$ cat src/rtl/wbr_pkg.sv
package wbr_pkg;

    typedef enum logic [2:0] {
        ST_IDLE,
        ST_ACK,
        ST_WAIT,
        ST_FILL,
        ST_DRAIN
    } bstate_e;

    typedef struct packed {
        logic ack;
        logic creq;
        logic fill;
        logic drain;
    } ctrl_t;

    function automatic int gcd_f(int a, int b);
        int ta;
        int tb;
        int tr;
        ta = a;
        tb = b;
        while (tb != 0) begin
            tr = ta % tb;
            ta = tb;
            tb = tr;
        end
        return ta;
    endfunction

    function automatic int lcm_f(int a, int b);
        return (a / gcd_f(a, b)) * b;
    endfunction

    function automatic int max_f(int a, int b);
        return (a > b) ? a : b;
    endfunction

endpackage

$ cat src/rtl/wbr_ctrl.sv
module wbr_ctrl
    import wbr_pkg::*;
(
    input  logic  clk,
    input  logic  rst,
    input  logic  p_req,
    input  logic  c_ack,
    input  logic  last_wr,
    input  logic  last_rd,
    output ctrl_t ctl
);
    bstate_e st_q;
    bstate_e st_d;

    always_comb begin
        st_d = st_q;
        case (st_q)
            ST_IDLE:  if (p_req) st_d = ST_ACK;
            ST_ACK:   st_d = c_ack ? ST_FILL : ST_WAIT;
            ST_WAIT:  if (c_ack) st_d = ST_FILL;
            ST_FILL:  if (last_wr) st_d = ST_DRAIN;
            ST_DRAIN: if (last_rd) st_d = ST_IDLE;
            default:  st_d = ST_IDLE;
        endcase
    end

    always_ff @(posedge clk) begin
        if (rst) st_q <= ST_IDLE;
        else     st_q <= st_d;
    end

    always_comb begin
        ctl.ack   = (st_q == ST_ACK);
        ctl.creq  = (st_q == ST_ACK) || (st_q == ST_WAIT);
        ctl.fill  = (st_q == ST_FILL);
        ctl.drain = (st_q == ST_DRAIN);
    end

    assert_one_phase_R5: assert property (@(posedge clk) disable iff (rst)
        $onehot0({ctl.ack, ctl.fill, ctl.drain}));
    assert_fill_after_ack_R3: assert property (@(posedge clk) disable iff (rst)
        $rose(ctl.fill) |-> $past(c_ack));
endmodule

$ cat src/rtl/wbr_occ.sv
module wbr_occ #(
    parameter int UP    = 1,
    parameter int DN    = 2,
    parameter int LIMIT = 2,
    localparam int CNT_W = $clog2(LIMIT + 1)
) (
    input  logic             clk,
    input  logic             rst,
    input  logic             wr_req,
    input  logic             rd_req,
    output logic [CNT_W-1:0] count,
    output logic             wr_ok,
    output logic             rd_ok,
    output logic             last_wr,
    output logic             last_rd
);
    localparam logic [CNT_W:0] LIM_V = (CNT_W + 1)'(LIMIT);
    localparam logic [CNT_W:0] UP_V  = (CNT_W + 1)'(UP);
    localparam logic [CNT_W:0] DN_V  = (CNT_W + 1)'(DN);

    logic [CNT_W-1:0] cnt_q;
    logic [CNT_W:0]   sum_up;
    logic             wr_go;
    logic             rd_go;

    assign sum_up  = {1'b0, cnt_q} + UP_V;
    assign wr_ok   = (sum_up <= LIM_V);
    assign rd_ok   = ({1'b0, cnt_q} >= DN_V);
    assign wr_go   = wr_req && wr_ok;
    assign rd_go   = rd_req && rd_ok;
    assign last_wr = wr_go && (sum_up == LIM_V);
    assign last_rd = rd_go && ({1'b0, cnt_q} == DN_V);
    assign count   = cnt_q;

    always_ff @(posedge clk) begin
        if (rst) begin
            cnt_q <= '0;
        end else begin
            case ({wr_go, rd_go})
                2'b10:   cnt_q <= cnt_q + CNT_W'(UP);
                2'b01:   cnt_q <= cnt_q - CNT_W'(DN);
                2'b11:   cnt_q <= cnt_q + CNT_W'(UP) - CNT_W'(DN);
                default: cnt_q <= cnt_q;
            endcase
        end
    end

    assert_no_overflow_R4: assert property (@(posedge clk) disable iff (rst)
        {1'b0, cnt_q} <= LIM_V);
    assert_step_up_R4: assert property (@(posedge clk) disable iff (rst)
        (wr_req && wr_ok && !rd_req) |=> (cnt_q == $past(cnt_q) + CNT_W'(UP)));
    assert_step_dn_R4: assert property (@(posedge clk) disable iff (rst)
        (rd_req && rd_ok && !wr_req) |=> (cnt_q == $past(cnt_q) - CNT_W'(DN)));
endmodule

$ cat src/rtl/wbr_pack.sv
module wbr_pack #(
    parameter int PW = 8,
    parameter int CW = 16,
    parameter int XS = 2,
    parameter int BW = 16,
    localparam int IDX_W = $clog2(XS + 1)
) (
    input  logic          clk,
    input  logic          rst,
    input  logic          wr,
    input  logic [PW-1:0] wdata,
    input  logic          rd,
    input  logic          clr,
    output logic [CW-1:0] rdata
);
    logic [BW-1:0]    buf_q;
    logic [BW-1:0]    buf_wr;
    logic [IDX_W-1:0] idx_q;

    always_comb begin
        buf_wr = buf_q;
        for (int k = 0; k < XS; k++) begin
            if (idx_q == IDX_W'(k)) buf_wr[k*PW +: PW] = wdata;
        end
    end

    always_ff @(posedge clk) begin
        if (rst || clr) begin
            buf_q <= '0;
            idx_q <= '0;
        end else if (wr) begin
            buf_q <= buf_wr;
            idx_q <= idx_q + 1'b1;
        end else if (rd) begin
            buf_q <= buf_q >> CW;
        end
    end

    assign rdata = buf_q[CW-1:0];

    assert_slot_range_R6: assert property (@(posedge clk) disable iff (rst)
        wr |-> (idx_q < IDX_W'(XS)));
    assert_cleared_R7: assert property (@(posedge clk) disable iff (rst)
        clr |=> (buf_q == '0));
endmodule

$ cat src/rtl/wbr_bridge.sv
module wbr_bridge
    import wbr_pkg::*;
#(
    parameter int P_W   = 8,
    parameter int C_W   = 16,
    parameter int BUF_K = wbr_pkg::lcm_f(P_W, C_W)
) (
    input  logic           clk,
    input  logic           rst,
    input  logic           p_req_i,
    input  logic           p_wr_i,
    input  logic [P_W-1:0] p_data_i,
    output logic           p_ack_o,
    output logic           p_more_o,
    input  logic           c_ack_i,
    output logic           c_req_o,
    output logic           c_rdy_o,
    output logic [C_W-1:0] c_data_o
);
    localparam int XS    = BUF_K / P_W;
    localparam int YS    = BUF_K / C_W;
    localparam int LIMIT = XS * YS;
    localparam int BW    = wbr_pkg::max_f(XS * P_W, YS * C_W);
    localparam int CNT_W = $clog2(LIMIT + 1);

    initial begin
        assert (XS >= 1 && YS >= 1)
            else $error("buffer capacity smaller than a word");
    end

    ctrl_t            ctl;
    logic [CNT_W-1:0] occ;
    logic             wr_ok;
    logic             rd_ok;
    logic             last_wr;
    logic             last_rd;
    logic             wr_req;
    logic             wr_take;

    assign wr_req  = ctl.fill && p_wr_i;
    assign wr_take = wr_req && wr_ok;

    wbr_ctrl u_ctrl (
        .clk     (clk),
        .rst     (rst),
        .p_req   (p_req_i),
        .c_ack   (c_ack_i),
        .last_wr (last_wr),
        .last_rd (last_rd),
        .ctl     (ctl)
    );

    wbr_occ #(.UP(YS), .DN(XS), .LIMIT(LIMIT)) u_occ (
        .clk     (clk),
        .rst     (rst),
        .wr_req  (wr_req),
        .rd_req  (ctl.drain),
        .count   (occ),
        .wr_ok   (wr_ok),
        .rd_ok   (rd_ok),
        .last_wr (last_wr),
        .last_rd (last_rd)
    );

    wbr_pack #(.PW(P_W), .CW(C_W), .XS(XS), .BW(BW)) u_pack (
        .clk   (clk),
        .rst   (rst),
        .wr    (wr_take),
        .wdata (p_data_i),
        .rd    (c_rdy_o),
        .clr   (last_rd),
        .rdata (c_data_o)
    );

    assign p_ack_o  = ctl.ack;
    assign c_req_o  = ctl.creq;
    assign p_more_o = ctl.fill && wr_ok;
    assign c_rdy_o  = ctl.drain && rd_ok;

    assert_ack_after_req_R1: assert property (@(posedge clk) disable iff (rst)
        $rose(p_ack_o) |-> $past(p_req_i));
    assert_ack_single_R1: assert property (@(posedge clk) disable iff (rst)
        p_ack_o |=> !p_ack_o);
    assert_creq_after_req_R2: assert property (@(posedge clk) disable iff (rst)
        $rose(c_req_o) |-> $past(p_req_i));
    assert_more_after_cack_R3: assert property (@(posedge clk) disable iff (rst)
        $rose(p_more_o) |-> $past(c_ack_i));
    assert_no_overlap_R5: assert property (@(posedge clk) disable iff (rst)
        !(p_more_o && c_rdy_o));
    assert_drain_when_full_R5: assert property (@(posedge clk) disable iff (rst)
        $rose(c_rdy_o) |-> (occ == CNT_W'(LIMIT)));
    assert_last_read_R7: assert property (@(posedge clk) disable iff (rst)
        (c_rdy_o && occ == CNT_W'(XS)) |=> !c_rdy_o);
    assert_reset_idle_R9: assert property (@(posedge clk)
        rst |=> (!p_ack_o && !p_more_o && !c_req_o && !c_rdy_o && occ == '0));
endmodule

$ cat config.mk
export PLATFORM = sky130hd
export DESIGN_NAME = wbr_bridge
export DESIGN_NICKNAME = d
export VERILOG_FILES = /design/src/rtl/wbr_pkg.sv /design/src/rtl/wbr_ctrl.sv /design/src/rtl/wbr_occ.sv /design/src/rtl/wbr_pack.sv /design/src/rtl/wbr_bridge.sv
export SDC_FILE = /design/constraint.sdc
export NUM_CORES = 1
export LEC_CHECK = 0
export ABC_CLOCK_PERIOD_IN_PS = 2400
export BUFFER_PORTS_ARGS = -buffer_cell sky130_fd_sc_hd__buf_2
export CAP_MARGIN = 20
export CORE_MARGIN = 10
export CORE_UTILIZATION = 49
export CTS_CLUSTER_SIZE = 30
export DETAILED_ROUTE_END_ITERATION = 8
export PLACE_DENSITY = 0.88
export SLEW_MARGIN = 30
export SYNTH_ARGS = -nofsm -noshare
export SYNTH_HDL_FRONTEND = slang
export SYNTH_SLANG_ARGS = --single-unit
export TNS_END_PERCENT = 5
$ cat constraint.sdc
create_clock -name clk -period 2.4 [get_ports clk]
set_clock_uncertainty 0.15 [all_clocks]
set_input_delay 0.36 -clock clk [delete_from_list [all_inputs] [get_ports clk]]
set_output_delay 0.36 -clock clk [all_outputs]
set_load 0.005 [all_outputs]
# [Word-level counts from Yosys, hierarchy flattened]
# Index checks and enable logic that the tools add are counted.
[totals] reg_bits=23 inputBits=13 elab_cells=54
[op_classes] add_sub_neg=5 n_lt_le_gt_ge=2 n_eq_ne=16 n_mux=11 reduce_logical=15
[ops] op="$mux 16" count=2
[ops] op="$mux 8" count=2
[ops] op="$pmux 3 s5" count=1
[ops] op="$mux 3" count=4
[ops] op="$eq 3x2->1 const B" count=3
[ops] op="$ne 2x1->1 const B" count=4
[ops] op="$eq 2x2->1 const B" count=3
[ops] op="$logic_and 1x1->1" count=6
[ops] op="$pmux 2 s3" count=1
[ops] op="$add 2x1->2 const B" count=2
[ops] op="$eq 2x1->1 const B" count=2
[ops] op="$ne 2x2->1 const B" count=2
[ops] op="$reduce_and 2->1" count=2
[ops] op="$reduce_and 4->1" count=1
[ops] op="$sub 2x2->2 const B" count=2
[ops] op="$add 2x1->3 const B" count=1
[ops] op="$eq 3x1->1 const B" count=1
[ops] op="$eq 3x3->1 const B" count=1
[ops] op="$le 3x2->1 const B" count=1
[ops] op="$logic_not 3->1" count=1
[ops] op="$reduce_bool 3->1" count=1
[ops] op="$ge 2x2->1 const B" count=1
[ops] op="$logic_not 2->1" count=1
[ops] op="$logic_or 1x1->1" count=2
[ops] op="other kinds (2)" count=2

# [Longest topological paths before layout]
[depth] depth_word=6 ltp_mapped=7 mapped_depth_nobuf=6

# [By module]
# From an unflattened synthesis, not the netlist that was laid out.
[unflattened] hier_cells=97 area_unflattened_um2=1091.0
[by_module_without_submodules] mod="wbr_pack" instances=1 cells_each=49 area_each_um2=649.4
[by_module_without_submodules] mod="wbr_occ" instances=1 cells_each=22 area_each_um2=210.2
[by_module_without_submodules] mod="wbr_ctrl" instances=1 cells_each=22 area_each_um2=205.2
[by_module_without_submodules] mod="wbr_bridge" instances=1 cells_each=4 area_each_um2=26.3

# [Worst setup path after synthesis]
# No wires, ideal clock.
[synth_path] kind="register to output" from="reg u_occ.cnt_q[0], in the netlist u_occ.count[0]" to="out c_rdy_o" arrival_ns=1.270 path_slack_ns=0.620 path_stages_with_launch=6 path_buffers=1 path_cell_list="dfxtp_1 inv_1 ha_1 o21ai_2 clkbuf_1 inv_1"
[synth_between] elab_chain_cells=2
[synth_lines] item="start: declaration" line_no="wbr_occ.sv:21" rtl="logic [CNT_W-1:0] cnt_q;"
[synth_lines] item="start signal: assignment" line_no="wbr_occ.sv:40" rtl="2'b10: cnt_q <= cnt_q + CNT_W'(UP);"
[synth_lines] item="start signal: assignment" line_no="wbr_occ.sv:41" rtl="2'b01: cnt_q <= cnt_q - CNT_W'(DN);"
[synth_lines] item="start signal: assignment" line_no="wbr_occ.sv:42" rtl="2'b11: cnt_q <= cnt_q + CNT_W'(UP) - CNT_W'(DN);"
[synth_lines] item="$ge 2x2->1" line_no="wbr_occ.sv:28" rtl="assign rd_ok = ({1'b0, cnt_q} >= DN_V);"
[synth_lines] item="$logic_and 1x1->1" line_no="wbr_bridge.sv:78" rtl="assign c_rdy_o = ctl.drain && rd_ok;"
[synth_lines] item="end: declaration" line_no="wbr_bridge.sv:17" rtl="output logic c_rdy_o,"
# Every way passes these cells.

# [Final worst setup path]
[layout_path] from="reg u_ctrl.st_q[0]" to="out p_more_o"
[layout_between] elab_chain_cells=2
[layout_lines] item="start: declaration" line_no="wbr_ctrl.sv:12" rtl="bstate_e st_q;"
[layout_lines] item="start signal: assignment" line_no="wbr_ctrl.sv:29" rtl="else st_q <= st_d;"
[layout_lines] item="$eq 3x2->1" line_no="wbr_ctrl.sv:35" rtl="ctl.fill = (st_q == ST_FILL);"
[layout_lines] item="$logic_and 1x1->1" line_no="wbr_bridge.sv:77" rtl="assign p_more_o = ctl.fill && wr_ok;"
[layout_lines] item="end: declaration" line_no="wbr_bridge.sv:14" rtl="output logic p_more_o,"
# Every way passes these cells.

==> results.ini <==
[placed_design]
hpwlAfterDp_um=1910
dp_cells=177
port_buffers=32
gp_congestion=0.864
pre_cts_slack_ps=604
post_dp_cell_area_um2=1200

[drt]
drc_errors=0
drt_iter0_drc=35
drt-pass1-iter-count=4
vias=962
wl_per_cell_um=13.9
postRouteAntennaNets=0
post_drt_via_cell_ratio=5.31
finalWirelength_um=2520

[grt]
grt_max_degree=19
antenna_found_initial=0
grt-ovfl-total=0
grt_first_pass_wirelength_um=3990
grt_use_total_pct=11.6
grt_pass1_vias=887

[clocking]
cts_buffers=3
cts_num_sinks=23
root_buffer=clkbuf_4
cts_hold_buf=0
clkSlewWorstSetupHoldPaths_ps=130
h-tree-depth=1
clk_latency_ps=320
post_cts_buffers=0
cts_tree=yes
cts_buffer_depth=2
cts.repair.resized=0

[floorplan]
fp-row-count=16
die_x_um=66.5
die_h_um=66.5
start_util_pct=53.0
dieArea_um2=4430
core_area_um2=2000
ios=33

[layout]
syn2layout_area_growth_pct=16.2
fin_nets=173
multi_input_area_um2=520
drive_gt1_share_pct=27.3
final_cell_area_um2=1230
utilization_pct=61.6
fill_cells=180
n_antenna_cell=0
register_area_um2=460
stdcell_count=181

[yosys]
synth_commonest_cells=dfxtp_1, nand3_1, a21oi_1
synth_edf_count=0
ys_ff_latch=23
synth_nets=143
avgSynthCellArea_um2=8.49
synth_cell_type_count=28
synth_warnings=0
synth_top_flop_cell=dfxtp_1
yosysTopAreaCellShare_pct=43.4
synth_most_common_cell=dfxtp_1
synth_area_leaders=dfxtp_1, nand3_1, a21oi_1
synthCells=125
seq_area_frac_synth_pct=43.4
ys_async_sr_fraction_pct=0
syn_area_um2=1060
yosys.area.top_type=dfxtp_1

[sta]
tightest_slew_ps=565
post-route-period-util_pct=84.9
hold_violations=0
finalSetupViolations=0
max_freq_mhz=491
report.final.slew_viol_count=0
fin_crit_ps=2040
worst_slack_ps=363
relSlewSlack_pct=62.3
fin_hold_ws_ps=115
rsz0062_at_grt=no
fin_tns_setup_ps=0

[setup_path]
critical_path.top_delay_family=flip-flops
crit_fanout=10
critPathArrivalTime_ps=1530
path_cells=and3b_1 -> o21a_1 -> buf_2
cp.required_ps=1890
path_class=reg -> out
critPathBufInv=1
cpPeakStageDelay_ps=540
critPathSlowestCell=dfxtp_1
cp-end-kind=primary output
cp-start-kind=register

[flow_run]
maxCapViolCount=0

[pwr]
combinationalPowerShare_pct=9.6
swShare_pct=26.3
leakage_nw=0.517
ir_drop_uv=270
totalPowerFinal_mw=0.654
power_frac_seq_pct=61.4
p_sw_mw=0.172
p_int_mw=0.482
pwr-share-clk_pct=29.0
power_density_nw_per_um2=530

[hold_path]
hp-class=in -> reg

[outcome]
outcome=complete, no violations

==> worst paths after layout <==
path	start	to	slack [ps]	cells past startpoint
max reg2reg	u_occ.count[1]$_SDFFE_PP0P_	u_occ.count[1]$_SDFFE_PP0P_	560	6
min	rst	u_occ.count[1]$_SDFFE_PP0P_	110	2
max	u_ctrl.st_q[0]$_SDFFE_PP0P_	p_more_o	360	3
min reg2reg	u_pack.rdata[0]$_SDFFE_PP0P_	u_pack.rdata[0]$_SDFFE_PP0P_	320	2
==> routing by layer <==
metal | GRT usage, % | share of wire (%)
met3 | 3.68 | 6.2
met1 | 12.3 | 43
met2 | 18.8 | 47
met4 | 8.38 | 3.7
met5 | 0 | 0
==> kinds of logic (layout without fill, tap and decap cells) <==
logic type | count (synthesis) | count (layout) | share of synthesized area, %
compound gates | 29 | 29 | 16.0
xor+xnor | 3 | 3 | 2.48
fa+ha+maj | 5 | 5 | 5.90
buf+inv | 14 | 43 | 7.55
flops | 23 | 23 | 43.4
mux | 1 | 1 | 0.943
simple gates | 50 | 50 | 23.7
==> flip-flops by register name, indices dropped and copies added, names as in the netlist <==
name	count
u_ctrl.st_q	3
u_pack.idx_q	2
u_pack.rdata	16
u_occ.count	2
==> layout by cell type, fill, tap and decap left out, drive strengths merged <==
cell type and count:
inv 6, and3 3, and3b 1, and2 1, or3 1, a41oi 1
a21oi 18, dfxtp 23, nor2b 1, a21o 1, o21a 2, a32oi 1
xnor2 3, mux2i 1, clkbuf 3, buf 33, clkinv 1, a211oi 1
nand2 16, o21ai 4, nor2 6, ha 5, nor3b 2, nand3 19
a2111oi 1
==> power by group through the flow <==
stage	Combinational, mW	Sequential, mW	Clock (mW)
after floorplan	0.0511	0.402	0
after global placement	0.0603	0.409	0
after detailed placement	0.0625	0.409	0
after CTS	0.0632	0.401	0.189
after global routing	0.0702	0.403	0.204
final	0.0627	0.401	0.190
==> area by class of cell <==
class                      instances  share of cell area, %
inverter                           6                   1.83
timing repair buffer              33                   13.6
sequential                        23                   37.4
tap                               27                   2.74
clock inverter                     1                  0.406
clock buffer                       3                   1.83
multi-input combinational         88                   42.2
(Power assumes the default switching activity.)
